--- src/rtl/fanramp_pkg.sv ---
package fanramp_pkg;

    localparam int SPD_W     = 8;
    localparam int RATE_W    = 8;
    localparam int SHIFT_W   = 3;
    localparam int EN_BIT    = 0;
    localparam int SHIFT_LSB = 1;
    localparam int TICKCNT_W = (1 << SHIFT_W) - 1;

    typedef logic [SPD_W-1:0]     speed_t;
    typedef logic [RATE_W-1:0]    rate_t;
    typedef logic [TICKCNT_W-1:0] tickcnt_t;
    typedef logic [SHIFT_W-1:0]   shift_t;

    typedef enum logic {
        SEL_SPEED = 1'b0,
        SEL_RATE  = 1'b1
    } reg_sel_e;

    typedef enum logic [1:0] {
        DIR_HOLD = 2'd0,
        DIR_UP   = 2'd1,
        DIR_DOWN = 2'd2
    } dir_e;

    typedef struct packed {
        logic  wr_speed;
        logic  wr_rate;
        rate_t data;
    } wr_cmd_t;

    typedef struct packed {
        speed_t target;
        rate_t  rate;
    } cfg_t;

    function automatic logic ramp_on(input rate_t r);
        return r[EN_BIT];
    endfunction

    function automatic shift_t shift_of(input rate_t r);
        return r[SHIFT_LSB +: SHIFT_W];
    endfunction

    // Last tick index of a step interval: 2^n - 1
    function automatic tickcnt_t interval_last(input shift_t n);
        tickcnt_t one;
        one = tickcnt_t'(1);
        return tickcnt_t'((one << n) - one);
    endfunction

    function automatic dir_e dir_of(input speed_t cur, input speed_t tgt);
        if (cur < tgt)      return DIR_UP;
        else if (cur > tgt) return DIR_DOWN;
        else                return DIR_HOLD;
    endfunction

    function automatic speed_t apply_dir(input speed_t cur, input dir_e d);
        case (d)
            DIR_UP:   return cur + speed_t'(1);
            DIR_DOWN: return cur - speed_t'(1);
            default:  return cur;
        endcase
    endfunction

endpackage

--- src/rtl/fanramp_regs.sv ---
module fanramp_regs
    import fanramp_pkg::*;
(
    input  logic    clk_i,
    input  logic    rst_i,
    input  wr_cmd_t cmd_i,
    output cfg_t    cfg_q_o,
    output cfg_t    cfg_nxt_o
);
    cfg_t cfg_q;
    cfg_t cfg_nxt;

    always_comb begin
        cfg_nxt = cfg_q;
        if (cmd_i.wr_speed) cfg_nxt.target = speed_t'(cmd_i.data);
        if (cmd_i.wr_rate)  cfg_nxt.rate   = cmd_i.data;
    end

    always_ff @(posedge clk_i) begin
        if (rst_i) cfg_q <= '0;
        else       cfg_q <= cfg_nxt;
    end

    assign cfg_q_o   = cfg_q;
    assign cfg_nxt_o = cfg_nxt;
endmodule

--- src/rtl/fanramp_pacer.sv ---
module fanramp_pacer
    import fanramp_pkg::*;
(
    input  logic   clk_i,
    input  logic   rst_i,
    input  logic   ramp_en_i,
    input  logic   restart_i,
    input  logic   tick_i,
    input  shift_t shift_i,
    output logic   step_o
);
    tickcnt_t tick_cnt_q;
    tickcnt_t last;

    assign last   = interval_last(shift_i);
    // >= so a shorter rate code mid-interval cannot stall the ramp
    assign step_o = ramp_en_i && tick_i && !restart_i && (tick_cnt_q >= last);

    always_ff @(posedge clk_i) begin
        if (rst_i || !ramp_en_i || restart_i) tick_cnt_q <= '0;
        else if (step_o)                      tick_cnt_q <= '0;
        else if (tick_i)                      tick_cnt_q <= tick_cnt_q + tickcnt_t'(1);
    end
endmodule

--- src/rtl/fanramp_stepper.sv ---
module fanramp_stepper
    import fanramp_pkg::*;
(
    input  logic   clk_i,
    input  logic   rst_i,
    input  logic   en_nxt_i,
    input  speed_t tgt_nxt_i,
    input  speed_t tgt_q_i,
    input  logic   step_i,
    output speed_t count_o
);
    speed_t count_q;
    speed_t count_nxt;
    dir_e   dir;

    assign dir = dir_of(count_q, tgt_q_i);

    always_comb begin
        if (!en_nxt_i)   count_nxt = tgt_nxt_i;
        else if (step_i) count_nxt = apply_dir(count_q, dir);
        else             count_nxt = count_q;
    end

    always_ff @(posedge clk_i) begin
        if (rst_i) count_q <= '0;
        else       count_q <= count_nxt;
    end

    assign count_o = count_q;
endmodule

--- src/rtl/fanramp_ctrl.sv ---
module fanramp_ctrl
    import fanramp_pkg::*;
(
    input  logic             clk_i,
    input  logic             rst_i,
    input  logic             aux_rst_i,
    input  logic             wr_en_i,
    input  logic             wr_sel_i,
    input  logic [SPD_W-1:0] wr_data_i,
    input  logic             tick_i,
    input  logic             force_full_i,
    output logic [SPD_W-1:0] speed_o
);
    logic    rst_any;
    wr_cmd_t cmd;
    cfg_t    cfg_q;
    cfg_t    cfg_nxt;
    logic    en_q;
    logic    step;
    speed_t  count_q;
    logic    unused_rate_hi;

    assign rst_any      = rst_i | aux_rst_i;
    assign cmd.wr_speed = wr_en_i && (reg_sel_e'(wr_sel_i) == SEL_SPEED);
    assign cmd.wr_rate  = wr_en_i && (reg_sel_e'(wr_sel_i) == SEL_RATE);
    assign cmd.data     = rate_t'(wr_data_i);
    assign en_q         = ramp_on(cfg_q.rate);
    assign unused_rate_hi = ^{cfg_q.rate[RATE_W-1:SHIFT_LSB+SHIFT_W], cfg_nxt.rate};

    fanramp_regs regs_i (
        .clk_i     (clk_i),
        .rst_i     (rst_any),
        .cmd_i     (cmd),
        .cfg_q_o   (cfg_q),
        .cfg_nxt_o (cfg_nxt)
    );

    fanramp_pacer pacer_i (
        .clk_i     (clk_i),
        .rst_i     (rst_any),
        .ramp_en_i (en_q),
        .restart_i (cmd.wr_speed),
        .tick_i    (tick_i),
        .shift_i   (shift_of(cfg_q.rate)),
        .step_o    (step)
    );

    fanramp_stepper stepper_i (
        .clk_i     (clk_i),
        .rst_i     (rst_any),
        .en_nxt_i  (ramp_on(cfg_nxt.rate)),
        .tgt_nxt_i (cfg_nxt.target),
        .tgt_q_i   (cfg_q.target),
        .step_i    (step),
        .count_o   (count_q)
    );

    assign speed_o = force_full_i ? {SPD_W{1'b1}} : count_q;
endmodule

--- config.mk ---
export PLATFORM = sky130hd
export DESIGN_NAME = fanramp_ctrl
export DESIGN_NICKNAME = d
export VERILOG_FILES = /design/src/rtl/fanramp_pkg.sv /design/src/rtl/fanramp_regs.sv /design/src/rtl/fanramp_pacer.sv /design/src/rtl/fanramp_stepper.sv /design/src/rtl/fanramp_ctrl.sv
export SDC_FILE = /design/constraint.sdc
export NUM_CORES = 1
export LEC_CHECK = 0
export BUFFER_PORTS_ARGS = -buffer_cell sky130_fd_sc_hd__buf_2
export CORE_ASPECT_RATIO = 1.75
export CORE_UTILIZATION = 30
export CTS_CLUSTER_SIZE = 8
export DETAILED_ROUTE_END_ITERATION = 8
export PLACE_DENSITY = 0.44
export REMOVE_ABC_BUFFERS = 1
export SYNTH_ARGS = -nofsm -noshare
export SYNTH_HDL_FRONTEND = slang
export SYNTH_SLANG_ARGS = --single-unit
--- constraint.sdc ---
create_clock -name clk_i -period 4.6 [get_ports clk_i]
set_clock_uncertainty 0.05 [all_clocks]
set_input_delay 1.38 -clock clk_i [delete_from_list [all_inputs] [get_ports clk_i]]
set_output_delay 1.38 -clock clk_i [all_outputs]
set_load 0.01 [all_outputs]
### Word level (Yosys, flattened, before mapping)

Cells that the tools add are included.

| storage, ports and cells | value |
|---|---|
| input bits | 15 |
| bits in registers | 27 |
| word-level logic and storage cells | 38 |

| operators by class | value |
|---|---|
| reduce and logical (&&, ||, !) cells | 11 |
| muxes and demuxes | 8 |
| $add $sub $neg | 4 |
| magnitude comparators | 3 |
| shift-type cells | 1 |
| bitwise gates (word level) | 2 |
| equal/unequal tests | 4 |

Operators by type and width:

| cell | number |
|---|---|
| $mux 8 | 4 |
| $pmux 8 s2 | 1 |
| $add 8x1->8 const B | 1 |
| $gt 8x8->1 | 1 |
| $lt 8x8->1 | 1 |
| $sub 8x1->8 const B | 1 |
| $add 7x1->7 const B | 1 |
| $ge 7x7->1 | 1 |
| $shl 1x3->7 const A | 1 |
| $sub 7x1->7 const B | 1 |
| $logic_and 1x1->1 | 5 |
| $mux 2 | 2 |
| $ne 3x3->1 const B | 1 |
| $eq 2x1->1 const B | 1 |
| $eq 2x2->1 const B | 1 |
| $logic_not 1->1 | 2 |
| $logic_or 1x1->1 | 2 |
| $ne 2x2->1 const B | 1 |
| $reduce_and 2->1 | 1 |
| $reduce_or 2->1 | 1 |
| $mux 1 | 1 |
| $not 1->1 | 1 |
| $or 1x1->1 | 1 |

### Longest topological paths before layout

| depth | value |
|---|---|
| depth after elaboration | 7 |
| mapped depth | 14 |

### By module

From an unflattened synthesis, not the netlist that was laid out.

| second synthesis, totals | value |
|---|---|
| cell total of the unflattened synthesis | 223 |
| area total of the unflattened synthesis | 2133.3 um2 |

Modules (own cells, without submodules):

| module | instances | area an instance (um2) | cells an instance |
|---|---|---|---|
| fanramp_stepper | 1 | 858.3 | 104 |
| fanramp_regs | 1 | 686.9 | 51 |
| fanramp_pacer | 1 | 519.2 | 57 |
| fanramp_ctrl | 1 | 68.8 | 11 |

### Least setup slack after synthesis

OpenSTA, ideal clock, no wires.

| path | value |
|---|---|
| path kind | input -> output |
| start | in force_full_i |
| end | out speed_o[0] |
| cell stages on the path | 1 |
| buffers on the path | 0 |
| slack | 1502 ps |
| arrival time | 1668 ps |
| required time | 3170 ps |
| cells stage by stage | or2_2 |

| between the ends | value |
|---|---|
| cells in the longest elaborated chain, start to end | 1 |

RTL lines:

| element | line | text |
|---|---|---|
| start, declared | fanramp_ctrl.sv:11 | `input logic force_full_i,` |
| $mux 8 | fanramp_ctrl.sv:58 | `assign speed_o = force_full_i ? {SPD_W{1'b1}} : count_q;` |
| end, declared | fanramp_ctrl.sv:12 | `output logic [SPD_W-1:0] speed_o` |

Every way passes these cells.

### Worst setup path after layout

Same ends and word-level chain as after synthesis.

==> impl_metrics.py <==
metrics = {
    "status": {
        "outcome": "finished, final reports clean",
    },
    "yosys": {
        "synthSimpleGateAreaFrac_pct": 20.46,
        "ys_ff_latch": 27,
        "muxShareOfSynthArea_pct": 9.053,
        "synth_fa_ha_area_share_pct": 16.31,
        "synth_xor_area_share_pct": 4.838,
        "synth_top_family_by_area": "simple AND/OR/NAND/NOR gates",
        "syn_area_um2": 1810,
        "avgSynthCellArea_um2": 8.460,
        "synth_seq_area_share_pct": 29.85,
        "synth-compound-area-share_pct": 15.34,
        "synth_flop_cell": "dfxtp_1",
        "ys_types": 41,
        "netlist_instances": 214,
        "synth_edf_count": 0,
        "synthArstFlopShare_pct": 0,
        "synth_warnings": 0,
    },
    "global_route": {
        "grt_max_degree": 15,
        "antenna_found_initial": 0,
        "grt_usage_pct": 15.48,
        "grt_overflow_total": 0,
        "grt_pass1_wl_um": 7438,
        "first_global_vias": 1668,
    },
    "floorplan": {
        "fp.coreArea_um2": 5833,
        "die-area_um2": 6362,
        "rows": 37,
        "die_x_um": 60.73,
        "start_util_pct": 31.04,
        "die_h_um": 104.8,
        "io_pins": 23,
    },
    "placement": {
        "place_inst": 311,
        "place_area_um2": 1999,
        "gp_congestion": 0.7314,
        "io_buffers": 22,
        "hpwlAfterDp_um": 3649,
        "dp_slack_ns": 1.065,
    },
    "worst_hold_path": {
        "hold-path-cell-count": 2,
        "min_path_type": "reg2reg",
    },
    "flow_run": {
        "cap_violations": 0,
    },
    "drt": {
        "antenna_left": 0,
        "vias": 1524,
        "dr.pass1.iters": 4,
        "drt_wl_total_um": 4362,
        "drc_errors": 0,
        "drtIter0Drc": 22,
        "wire_per_inst_um": 13.85,
        "viasPerCell": 4.838,
    },
    "timing": {
        "timing.fmax_mhz": 296.2,
        "worst_slew_pin_slew_ns": 0.7277,
        "fin_crit_ns": 3.376,
        "setup_viol": 0,
        "rsz0062_at_grt": "no",
        "holdWs_ns": 0.4676,
        "fin_ws_ns": 1.224,
        "hold_violations": 0,
        "period_share_pct": 73.39,
        "slew_headroom_pct": 50.10,
        "slew_viol_final": 0,
        "setup_tns_ns": 0,
    },
    "power_and_ir_drop": {
        "pwr_density_cell_nw_per_um2": 244.0,
        "peakVddDrop_mv": 0.09308,
        "cellLeakagePower_nw": 0.9058,
    },
    "setup_path": {
        "cp-end-kind": "primary output",
        "rr_worst_depth": 13,
        "crit_arrival_ns": 1.95,
        "crit_type": "in2out",
        "r2r_slack_ns": 1.23,
        "crit_required_ns": 3.17,
        "start_kind": "input pin",
        "critPathMaxFanout": 8,
    },
    "clocking": {
        "path_clk_slew_ns": 0.09,
        "ctsResizeCount": 0,
        "ctsHoldBuffers": 0,
        "cts_tree": "yes",
        "htree_levels": 1,
        "numCtsBuffers": 3,
        "cts_root_buf": "clkbuf_8",
        "cts_setup_buffers": 0,
        "cts.sinks": 27,
        "clockBufferDepth": 2,
        "clk_latency_ns": 0.27,
    },
    "layout": {
        "final_common_cell": "dfxtp_1",
        "drive_gt1_share_pct": 16.46,
        "fillerInstances": 669,
        "final_cells": 315,
        "regArea_um2": 540.5,
        "area_growth_syn_to_layout_pct": 12.92,
        "final_nets": 276,
        "antenna-diode-count": 0,
        "multi_input_area_um2": 1195,
        "design_area_um2": 2044,
        "final_cell_mix": "27 x dfxtp_1, 25 x nor2_1, 22 x ha_1, 22 x buf_2",
    },
}
-- final cells by class --
cell class	instances	share of cell area, %
Inverter	13	2.387
Clock buffer	4	2.203
Sequential cell	27	26.44
Multi-Input combinational cell	170	58.45
Timing Repair Buffer	23	5.753
Tap cell	78	4.774
-- Yosys cell counts (all sizes together) (2+ instances only) --
| cell type | count | area share, % |
|---|---|---|
| a21oi | 18 | 5.2 |
| and2 | 3 | 1.0 |
| buf | 2 | 1.0 |
| clkbuf | 2 | 0.41 |
| dfxtp | 27 | 30 |
| ha | 22 | 15 |
| inv | 13 | 2.7 |
| mux2 | 3 | 1.9 |
| mux2i | 13 | 7.2 |
| nand2 | 17 | 3.5 |
| nand3 | 7 | 1.9 |
| nand4 | 4 | 1.4 |
| nor2 | 25 | 5.2 |
| nor2b | 2 | 0.69 |
| nor3 | 2 | 0.55 |
| o211ai | 4 | 1.7 |
| o21a | 2 | 0.83 |
| o21ai | 10 | 2.8 |
| or2 | 9 | 3.1 |
| or3 | 3 | 1.0 |
| xnor2 | 7 | 3.4 |
| xor2 | 3 | 1.5 |
-- worst paths after layout --
path / startpoint / to
setup / recovery: force_full_i / speed_o[0]
hold / removal: regs_i.cfg_q_o[1] / regs_i.cfg_q_o[1]
hold reg to reg: regs_i.cfg_q_o[1] / regs_i.cfg_q_o[1]
setup reg to reg: stepper_i.count_o[0] / stepper_i.count_o[7]
-- critical path, cell delays in order --
cell and delay [ns]:
buf_2 0.14, or2_2 0.28, buf_2 0.14
-- per-layer routing --
layer	share of wire, %	vias to the layer above	wire length, um	GRT usage, %
li1	-	800	-	-
met1	38	710	1653	14.62
met2	60	12	2611	31.87
met3	1.2	2	54	1.485
met4	0.96	0	42	4.383
met5	0	-	0	0
-- power by group --
| group | leakage (nW) | switching, mW | internal [mW] | total (mW) |
|---|---|---|---|---|
| registers | 0.219 | 0.00531 | 0.238 | 0.244 |
| logic | 0.664 | 0.0644 | 0.0517 | 0.116 |
| clock network | 0.0228 | 0.0769 | 0.0621 | 0.139 |
-- sequential cells by signal (all words and copies together) (netlist names) --
register            cells
pacer_i.tick_cnt_q      7
regs_i.cfg_q_o         12
stepper_i.count_o       8
-- logic make-up after synthesis --
group           Yosys count
mux                      16
simple gates             77
compound gates           44
fa+ha+maj                23
buf+inv                  17
xor+xnor                 10
flops                    27
-- per-stage QoR --
stage          power [mW]  utilization (%)
6_report           0.4988            35.05
5_1_grt            0.5292            35.05
4_1_cts            0.5095            35.05
3_5_place_dp       0.3669            34.28
3_3_place_gp       0.3679            34.28
2_1_floorplan      0.3314                -
Power figures use the tool's default switching activity.
